## src/rtl/lagg_pkg.sv

```systemverilog
package lagg_pkg;
  localparam int FRAME_CYC = 4;
  localparam int PH_W      = $clog2(FRAME_CYC);
  localparam int LANES_MAX = 2 * FRAME_CYC;
  localparam int BANK_BITS = 2 * LANES_MAX;

  typedef enum logic [1:0] {
    RATE_LO  = 2'b00,
    RATE_MID = 2'b01,
    RATE_HI  = 2'b10
  } rate_e;

  // Map the reserved code onto the lowest rate
  function automatic logic [1:0] norm_rate(input logic [1:0] code);
    return (code == 2'b11) ? RATE_LO : code;
  endfunction

  // A lane presents a fresh pair when the phase bits under its mask are all set
  function automatic logic take_sample(input logic [1:0] r, input logic [PH_W-1:0] ph);
    logic [PH_W-1:0] mask;
    case (r)
      RATE_HI:  mask = '0;
      RATE_MID: mask = PH_W'(FRAME_CYC / 2 - 1);
      default:  mask = PH_W'(FRAME_CYC - 1);
    endcase
    return (ph & mask) == mask;
  endfunction
endpackage

```

## src/rtl/lagg_frame_ctrl.sv

```systemverilog
module lagg_frame_ctrl
  import lagg_pkg::*;
#(
  parameter int N_BANKS = 5
) (
  input  logic                 clk,
  input  logic                 rst_n,
  input  logic                 frame_strobe,
  input  logic [2*N_BANKS-1:0] cfg_norm,
  output logic [PH_W-1:0]      phase,
  output logic                 frame_end,
  output logic [2*N_BANKS-1:0] act_rate,
  output logic                 valid
);
  logic [PH_W-1:0] phase_q;
  logic            dirty_q;
  logic            misalign;

  assign phase     = frame_strobe ? '0 : phase_q;
  assign misalign  = frame_strobe && (phase_q != '0);
  assign frame_end = (phase == PH_W'(FRAME_CYC - 1));

  always_ff @(posedge clk) begin
    if (!rst_n) begin
      phase_q  <= '0;
      dirty_q  <= 1'b1;
      valid    <= 1'b0;
      act_rate <= '0;
    end else begin
      phase_q <= phase + PH_W'(1);
      valid   <= 1'b0;
      if (frame_end) begin
        valid    <= !dirty_q;
        act_rate <= cfg_norm;
        dirty_q  <= (cfg_norm != act_rate);
      end else if (misalign) begin
        dirty_q <= 1'b1;
      end
    end
  end
endmodule

```

## src/rtl/lagg_bank.sv

```systemverilog
module lagg_bank
  import lagg_pkg::*;
#(
  parameter int LANES = LANES_MAX,
  parameter int BITS  = BANK_BITS
) (
  input  logic            clk,
  input  logic            rst_n,
  input  logic [1:0]      rate,
  input  logic [PH_W-1:0] phase,
  input  logic [LANES-1:0] rise,
  input  logic [LANES-1:0] fall,
  output logic [BITS-1:0] acc_nxt
);
  localparam int N_MID = LANES / 2;
  localparam int N_HI  = LANES / 4;
  localparam int W_MID = BITS / N_MID;
  localparam int W_HI  = BITS / N_HI;

  logic [BITS-1:0] acc_q;

  // Each slot shifts toward its top so the oldest pair ends at the MSB
  always_comb begin
    acc_nxt = acc_q;
    if (take_sample(rate, phase)) begin
      case (rate)
        RATE_HI:
          for (int l = 0; l < N_HI; l++)
            acc_nxt[l*W_HI +: W_HI] = {acc_q[l*W_HI +: W_HI-2], rise[l], fall[l]};
        RATE_MID:
          for (int l = 0; l < N_MID; l++)
            acc_nxt[l*W_MID +: W_MID] = {acc_q[l*W_MID +: W_MID-2], rise[l], fall[l]};
        default:
          for (int l = 0; l < LANES; l++)
            acc_nxt[2*l +: 2] = {rise[l], fall[l]};
      endcase
    end
  end

  always_ff @(posedge clk) begin
    if (!rst_n) acc_q <= '0;
    else        acc_q <= acc_nxt;
  end
endmodule

```

## src/rtl/lane_aggr.sv

```systemverilog
module lane_aggr
  import lagg_pkg::*;
#(
  parameter int N_BANKS = 5
) (
  input  logic                           clk,
  input  logic                           rst_n,
  input  logic                           frame_strobe,
  input  logic [2*N_BANKS-1:0]           bank_rate_cfg,
  input  logic [N_BANKS*LANES_MAX-1:0]   lane_rise,
  input  logic [N_BANKS*LANES_MAX-1:0]   lane_fall,
  input  logic                           sc_rise,
  input  logic                           sc_fall,
  output logic [N_BANKS*BANK_BITS-1:0]   payload,
  output logic [1:0]                     sc_word,
  output logic                           payload_valid
);
  logic [2*N_BANKS-1:0]         cfg_norm_w;
  logic [2*N_BANKS-1:0]         act_rate_w;
  logic [PH_W-1:0]              phase_w;
  logic                         frame_end_w;
  logic [N_BANKS*BANK_BITS-1:0] bank_nxt_w;

  lagg_frame_ctrl #(.N_BANKS(N_BANKS)) u_ctrl (
    .clk          (clk),
    .rst_n        (rst_n),
    .frame_strobe (frame_strobe),
    .cfg_norm     (cfg_norm_w),
    .phase        (phase_w),
    .frame_end    (frame_end_w),
    .act_rate     (act_rate_w),
    .valid        (payload_valid)
  );

  for (genvar b = 0; b < N_BANKS; b++) begin : g_bank
    assign cfg_norm_w[2*b +: 2] = norm_rate(bank_rate_cfg[2*b +: 2]);

    lagg_bank #(.LANES(LANES_MAX), .BITS(BANK_BITS)) u_bank (
      .clk     (clk),
      .rst_n   (rst_n),
      .rate    (act_rate_w[2*b +: 2]),
      .phase   (phase_w),
      .rise    (lane_rise[b*LANES_MAX +: LANES_MAX]),
      .fall    (lane_fall[b*LANES_MAX +: LANES_MAX]),
      .acc_nxt (bank_nxt_w[b*BANK_BITS +: BANK_BITS])
    );
  end

  always_ff @(posedge clk) begin
    if (!rst_n) begin
      payload <= '0;
      sc_word <= '0;
    end else if (frame_end_w) begin
      payload <= bank_nxt_w;
      sc_word <= {sc_rise, sc_fall};
    end
  end
endmodule

```

## config.mk

```make
export PLATFORM = sky130hd
export DESIGN_NAME = lane_aggr
export DESIGN_NICKNAME = d
export VERILOG_FILES = /design/src/rtl/lagg_pkg.sv /design/src/rtl/lagg_frame_ctrl.sv /design/src/rtl/lagg_bank.sv /design/src/rtl/lane_aggr.sv
export SDC_FILE = /design/constraint.sdc
export NUM_CORES = 1
export LEC_CHECK = 0
export BUFFER_PORTS_ARGS = -buffer_cell sky130_fd_sc_hd__buf_2
export CAP_MARGIN = 20
export CORE_ASPECT_RATIO = 0.8
export CORE_MARGIN = 2
export CORE_UTILIZATION = 28
export DETAILED_ROUTE_END_ITERATION = 10
export HOLD_SLACK_MARGIN = 0.03
export PLACE_DENSITY = 0.56
export SYNTH_ARGS = -nofsm -noshare
export SYNTH_HDL_FRONTEND = slang
export SYNTH_SLANG_ARGS = --single-unit
```

## constraint.sdc

```tcl
create_clock -name clk -period 1.9 [get_ports clk]
set_clock_uncertainty 0.15 [all_clocks]
set_input_delay 0.285 -clock clk [delete_from_list [all_inputs] [get_ports clk]]
set_output_delay 0.285 -clock clk [all_outputs]
set_load 0.1 [all_outputs]
```

==> results of run 1 <==
[layer usage]
metal,wire length [um],GRT usage,part of all wire,vias to the layer above
met5,11,0,0.00051,-
met2,9330,0.226,0.44,160
met3,1220,0.0392,0.057,19
li1,-,-,-,3340
met4,240,0.0384,0.011,2
met1,10600,0.204,0.49,3090
[cells in the final DEF (no fill, tap or decap), drive strengths merged, types with 40 or more instances in the layout]
cell,netlist,final
buf,25,235
dfxtp,176,176
o21ai,105,105
nor2b,88,88
a21oi,75,75
a22oi,71,71
mux2i,49,49
nand3b,43,43
nand2,41,41
nor2,40,40
[per-stage QoR]
step	hold WS [ps]	area, um^2	power [mW]	setup slack [ps]
2_1_floorplan	304	7700	4.13	16.8
4_1_cts	49.1	9950	8.16	19.9
6_report	70.8	10200	8.05	112
3_5_place_dp	312	9210	4.35	6.55
3_3_place_gp	308	9210	4.35	18.2
5_1_grt	91.1	10200	8.36	0.324
[registers in the layout, summed over array words and instances, names as in the netlist]
signal	count
payload	80
u_ctrl.dirty_q	1
g_bank.u_bank.acc_q	80
u_ctrl.valid	1
sc_word	2
u_ctrl.act_rate	10
u_ctrl.phase_q	2
[worst min path at each step]
| stage | endpoint | slack [ps] | cells after the start |
|---|---|---|---|
| finish | u_ctrl.act_rate[5]$_SDFFE_PN0N_ | 70 | 4 |
| global route | u_ctrl.act_rate[5]$_SDFFE_PN0N_ | 90 | 4 |
| CTS | u_ctrl.act_rate[5]$_SDFFE_PN0N_ | 50 | 4 |
| detailed placement | payload[48]$_SDFFE_PN0N_ | 310 | 1 |
| global placement | payload[16]$_SDFFE_PN0N_ | 310 | 1 |
| floorplan | sc_word[1]$_SDFFE_PN0N_ | 300 | 2 |
[cell usage after synthesis (3+ instances only)]
master | instances | area (um^2)
o21ai_0 | 68 | 340
nand3b_1 | 43 | 323
o21ba_2 | 4 | 40.0
a21oi_1 | 67 | 335
buf_4 | 3 | 22.5
a22oi_1 | 71 | 533
buf_1 | 4 | 15.0
o2bb2ai_4 | 5 | 138
inv_1 | 11 | 41.3
nor3_1 | 5 | 25.0
a21oi_2 | 8 | 70.1
nand2b_1 | 6 | 37.5
buf_2 | 9 | 45.0
nor2b_1 | 88 | 551
nor3b_1 | 3 | 22.5
xnor2_1 | 3 | 26.3
nor2_1 | 40 | 150
mux2i_1 | 49 | 490
and2_1 | 9 | 56.3
clkbuf_1 | 44 | 165
o21ai_1 | 37 | 185
o211a_1 | 10 | 100
dfxtp_1 | 176 | 3520
buf_6 | 9 | 101
nand2_1 | 41 | 154
ha_1 | 12 | 150
[critical path, cell delays in order (launching register included)]
cell and delay [ps]:
dfxtp_1 340, inv_1 100, ha_4 320, o21ba_2 240, a22oi_1 210, nor2_1 70, a21oi_1 160, o21ai_1 70
[area by class of cell]
| cell class | count | area [um^2] | share of cell area |
|---|---|---|---|
| clock buffer | 23 | 458 | 0.0450 |
| multi-input combinational | 578 | 3950 | 0.389 |
| tap | 364 | 455 | 0.0448 |
| clock inverter | 9 | 158 | 0.0155 |
| sequential | 176 | 3530 | 0.347 |
| timing repair buffer | 247 | 1580 | 0.155 |
| inverter | 11 | 41.3 | 0.00406 |
[cell families after synthesis]
kind of cell / synth area share
buf+inv: 0.0507
compound gates: 0.230
flops: 0.457
xor+xnor: 0.00341
fa+ha+maj: 0.0195
mux: 0.0637
simple gates: 0.175
[power by group]
| group | total [mW] | switching [mW] | internal (mW) |
|---|---|---|---|
| Combinational | 0.568 | 0.320 | 0.248 |
| Sequential | 3.73 | 0.0150 | 3.72 |
| Clock | 3.75 | 1.51 | 2.24 |
| Total | 8.05 | 1.84 | 6.20 |
[repair_timing]
action / CTS / global route
hold endpoints to repair: 12 / 0
hold buffers: 12 / 0
cloned: 0 / 1
resized for setup: 1 / 38
buffers inserted: 0 / 7
endpoints found under the setup margin: 2 / 79
pin swaps: 0 / 4
==> results.md, run 1 <==
* FILL cells at ~2,800
* Seq/Total Area, Yosys at 0.457
* # DRC at 0
* Syn Area/Cell at slightly above 9 um^2
* Die X at ~190 um
* Setup CP Type: reg -> reg
* Root buffer cell: clkbuf_16
* GRT Total Usage at 0.147
* Placed cell count at 1,356
* Core area at 27,200 um^2
* Die H at 152 um
* Number of flops mapped to enable cells by yosys at 0
* Worst-path clk slew at 60 ps
* Final hold violation count at 0
* Status: completed
* PwrDens at 792 nW/um^2
* Post-DP HPWL at 14,600 um
* Largest net degree at the start of global routing at 102
* Gpl congestion at roughly 0.76
* Cell area after synthesis at 7700 um^2
* Synth Warn # at 0
* Max Slew Vio Count at 0
* Post-route ant nets at 0
* Reg2Reg Capture Point: payload[71]$_SDFFE_PN0N_
* Worst VDD drop at 0.578 mV
* CP max FO at 8
* Area grow syn2layout at 31.9%
* Minimum clock period at 1790 ps
* Nets at 1,138
* CTS Buf Count at 17
* Initial core utilization at 0.284
* R2R cell count at 7
* Seq cells post-synth at 176
* Achievable Freq at 559 MHz
* Final setup fails at 0
* Grt total ovfl at 0
* First-pass GRT wire length at 33,900 um
* Hold path start: bank_rate_cfg[4]
* Max cap viols at 0
* Final Util at 0.374
* Initial DRC count at 330
* Layout cells sized above 1 at 0.299
* Worst skew pair latency at 430 ps
* Routed Wire Length at 21,400 um
* Reg2Reg Setup Slack at 110 ps
* Antenna Cells at 0
* Vias after detailed routing at 6,611
* Top FF cell, synth: dfxtp_1
* Total negative slack at 0 ps
* Worst Tran Pin Value at 574 ps
* Number of global-route vias before repair at 6,216
* Async set-reset flop share out of synthesis at 0
* Critical Path Sink Type: flop
* TritonCTS clock tree: done
* CP Launch Type: flop
* RSZ-0062 raised after global routing: false
* Arr. time, crit path at 1930 ps
* Layout Cells excl Fill at ~1,400
* Gate count of the mapped netlist at 833
* Ports at ~180
* WP data required at 2040 ps
* Worst Setup EP: payload[71]$_SDFFE_PN0N_
* Setup crit start: u_ctrl.act_rate[8]$_SDFFE_PN0N_
* Pleak at 4.31 nW
* Routed len/inst at 15.2 um
* Die Area at around 29,000 um^2
* Synthesized Nets at 940
* Reg2reg start: u_ctrl.act_rate[8]$_SDFFE_PN0N_
* H-Tree Depth at 4
* Number of placement rows at 54
* Port bufs at 177
* Hold WC Path Type: in -> reg
* Unique masters post-synth at 34
* Fin crit share at 0.941
* Initial antenna violation count at 1
* Relative slew slack at 0.617
* Clock sinks at 176
* Vias per cell at about 4.7
* First drt pass iteration count at 5
* Clock buffer depth at 2
Power figures use the tool's default switching activity.
==> run 2, diff against run 1 <==
Settings changed: CORE_MARGIN 2 to unset.
==> results.md, run 2 (synthesis gave the netlist of run 1 again) <==
* DP Area at 9160 um^2 (-0.58%)
* Grt total ovfl at 0 (unchanged)
* Die X at 187 um (-1.1%)
* First-pass GRT wire length at 33,600 um (-0.89%)
* # DRC at 0 (unchanged)
* Max Slew Vio Count at 0 (unchanged)
* Largest net degree at the start of global routing at 97 (-4.9%)
* Clock buffer depth at 2 (unchanged)
* Total negative slack at 0 ps (unchanged)
* Top flop regs: g_bank.u_bank.acc_q x80, payload x80, u_ctrl.act_rate x10
* Number of global-route vias before repair at 6,274 (+0.93%)
* Initial DRC count at 326 (-1.2%)
* Die H at 150 um (-1.3%)
* Routed Wire Length at 21,000 um (-1.9%)
* Post-DP HPWL at 14,400 um (-1.3%)
* TritonCTS clock tree: done
* Pleak at 4.28 nW (-0.59%)
* GRT Total Usage at 0.151 (+0.00420)
* PwrDens at 780 nW/um^2 (-1.4%)
* Layout cells sized above 1 at 0.284 (-0.0148)
* RSZ-0062 raised after global routing: true
* Final hold violation count at 0 (unchanged)
* Die Area at 28,200 um^2 (-2.4%)
* Minimum clock period at 1820 ps (+27.6 ps)
* Gpl congestion at 0.774 (+2.0%)
* WP data required at 2070 ps (+30 ps)
* Relative slew slack at 0.631 (+0.0138)
* Vias after detailed routing at 6,590 (-0.32%)
* Most common cell after layout, fill and taps aside: buf_2
* First drt pass iteration count at 5 (unchanged)
* Max cap viols at 0 (unchanged)
* Commonest non-fill, non-tap cells in the layout: 176 x buf_2, 173 x dfxtp_1, 87 x nor2b_1
* Root buffer cell: clkbuf_16
* Worst Tran Pin Value at 554 ps (-20.7 ps)
* Fin crit share at 0.955 (+0.0145)
* Clock sinks at 176 (unchanged)
* CP Launch Type: flop
* Nets at 1,129 (-0.79%)
* Final setup fails at 0 (unchanged)
* H-Tree Depth at 4 (unchanged)
* CTS Buf Count at 17 (unchanged)
* Routed len/inst at 15.1 um (-0.81%)
* Post-route ant nets at 0 (unchanged)
* Worst skew pair latency at 430 ps (about the same)
* Ports at 178 (unchanged)
* Critical Path Sink Type: flop
* Initial antenna violation count at 1 (unchanged)
* Setup CP Type: reg -> reg
* Initial core utilization at 0.289 (+0.00535)
* Hold WC Path Type: in -> reg
* CP max FO at 18 (+10)
* Number of placement rows at 53 (-1.9%)
* Worst VDD drop at 0.578 mV (about the same)
* Final Util at 0.375 (+0.000585)
* Port bufs at 177 (unchanged)
* Final Cell Area at 9990 um^2 (-1.7%)
* Arr. time, crit path at 1980 ps (+50 ps)
* Area grow syn2layout at 29.7%
* Worst-path clk slew at 70 ps (about the same)
* Achievable Freq at 551 MHz (-1.5%)
* Vias per cell at 4.73 (+0.76%)
* Core area at 26,700 um^2 (-1.9%)
* Status: completed
-- run 2: cell count changes in the layout (fill, tap and decap cells not counted), moves of 4 or more --
cell / previous run / this run
a21oi_1: 53 / 62
clkbuf_1: 5 / 0
inv_6: 0 / 6
ha_1: 6 / 10
buf_4: 45 / 39
a21oi_2: 22 / 13
-- run 2: power by group --
part	switching, mW	leakage [nW]	internal, mW	total [mW]
Clock	1.61	0.282	1.90	3.51
Combinational	0.317	2.58	0.243	0.560
Sequential	0.0140	1.42	3.71	3.73
Total	1.94	4.28	5.86	7.80
-- run 2: critical path: stages, from the launching register on --
cell and delay [ps]:
dfxtp_1 320, inv_1 70, ha_2 370, o2bb2ai_4 210
buf_12 210, mux2i_1 260, a21oi_1 90
-- run 2: final timing paths --
path	end	start	slack, ps	depth (start not counted)
min reg2reg	payload[3]$_SDFFE_PN0N_	payload[3]$_SDFFE_PN0N_	330	2
max reg2reg	payload[77]$_SDFFE_PN0N_	u_ctrl.act_rate[8]$_SDFFE_PN0N_	80	6
max	payload[77]$_SDFFE_PN0N_	u_ctrl.act_rate[8]$_SDFFE_PN0N_	80	6
min	u_ctrl.act_rate[5]$_SDFFE_PN0N_	bank_rate_cfg[4]	70	4
-- run 2: final cells by class --
| class | count | area (um^2) |
|---|---|---|
| Antenna cell | 1 | 2.50 |
| Clock buffer | 19 | 453 |
| Clock inverter | 13 | 125 |
| Fill cell | 2810 | 16700 |
| Inverter | 11 | 41.3 |
| Multi-Input combinational cell | 577 | 3880 |
| Sequential cell | 176 | 3530 |
| Tap cell | 357 | 447 |
| Timing Repair Buffer | 239 | 1520 |
-- run 2: stage by stage --
| stage | cells | hold slack [ps] | total power [mW] | setup slack, ps |
|---|---|---|---|---|
| 6_report | 1393 | 68.8 | 7.80 | 84.8 |
| 5_1_grt | 1392 | 80.7 | 8.11 | -12.5 |
| 4_1_cts | 1388 | 45.5 | 7.92 | 2.08 |
| 3_5_place_dp | 1343 | 312 | 4.35 | -53.4 |
| 3_3_place_gp | 1343 | 310 | 4.35 | -33.2 |
| 2_1_floorplan | 833 | 304 | 4.13 | 16.8 |
-- run 2: layer usage --
| metal | global-route usage | up-vias | share of wire | wire length [um] |
|---|---|---|---|---|
| li1 | - | 3324 | - | - |
| met1 | 0.203 | 3074 | 0.49 | 10300 |
| met2 | 0.232 | 180 | 0.43 | 9030 |
| met3 | 0.0506 | 12 | 0.072 | 1520 |
| met4 | 0.0382 | 0 | 0.0073 | 153 |
| met5 | 0 | - | 0 | 0 |
-- run 2: timing repair --
action,CTS,global route
buffers inserted,1,4
setup endpoints to repair,1,44
resized for setup,0,22
pin swaps,1,2
hold buffers,12,0
hold endpoints to repair,12,0
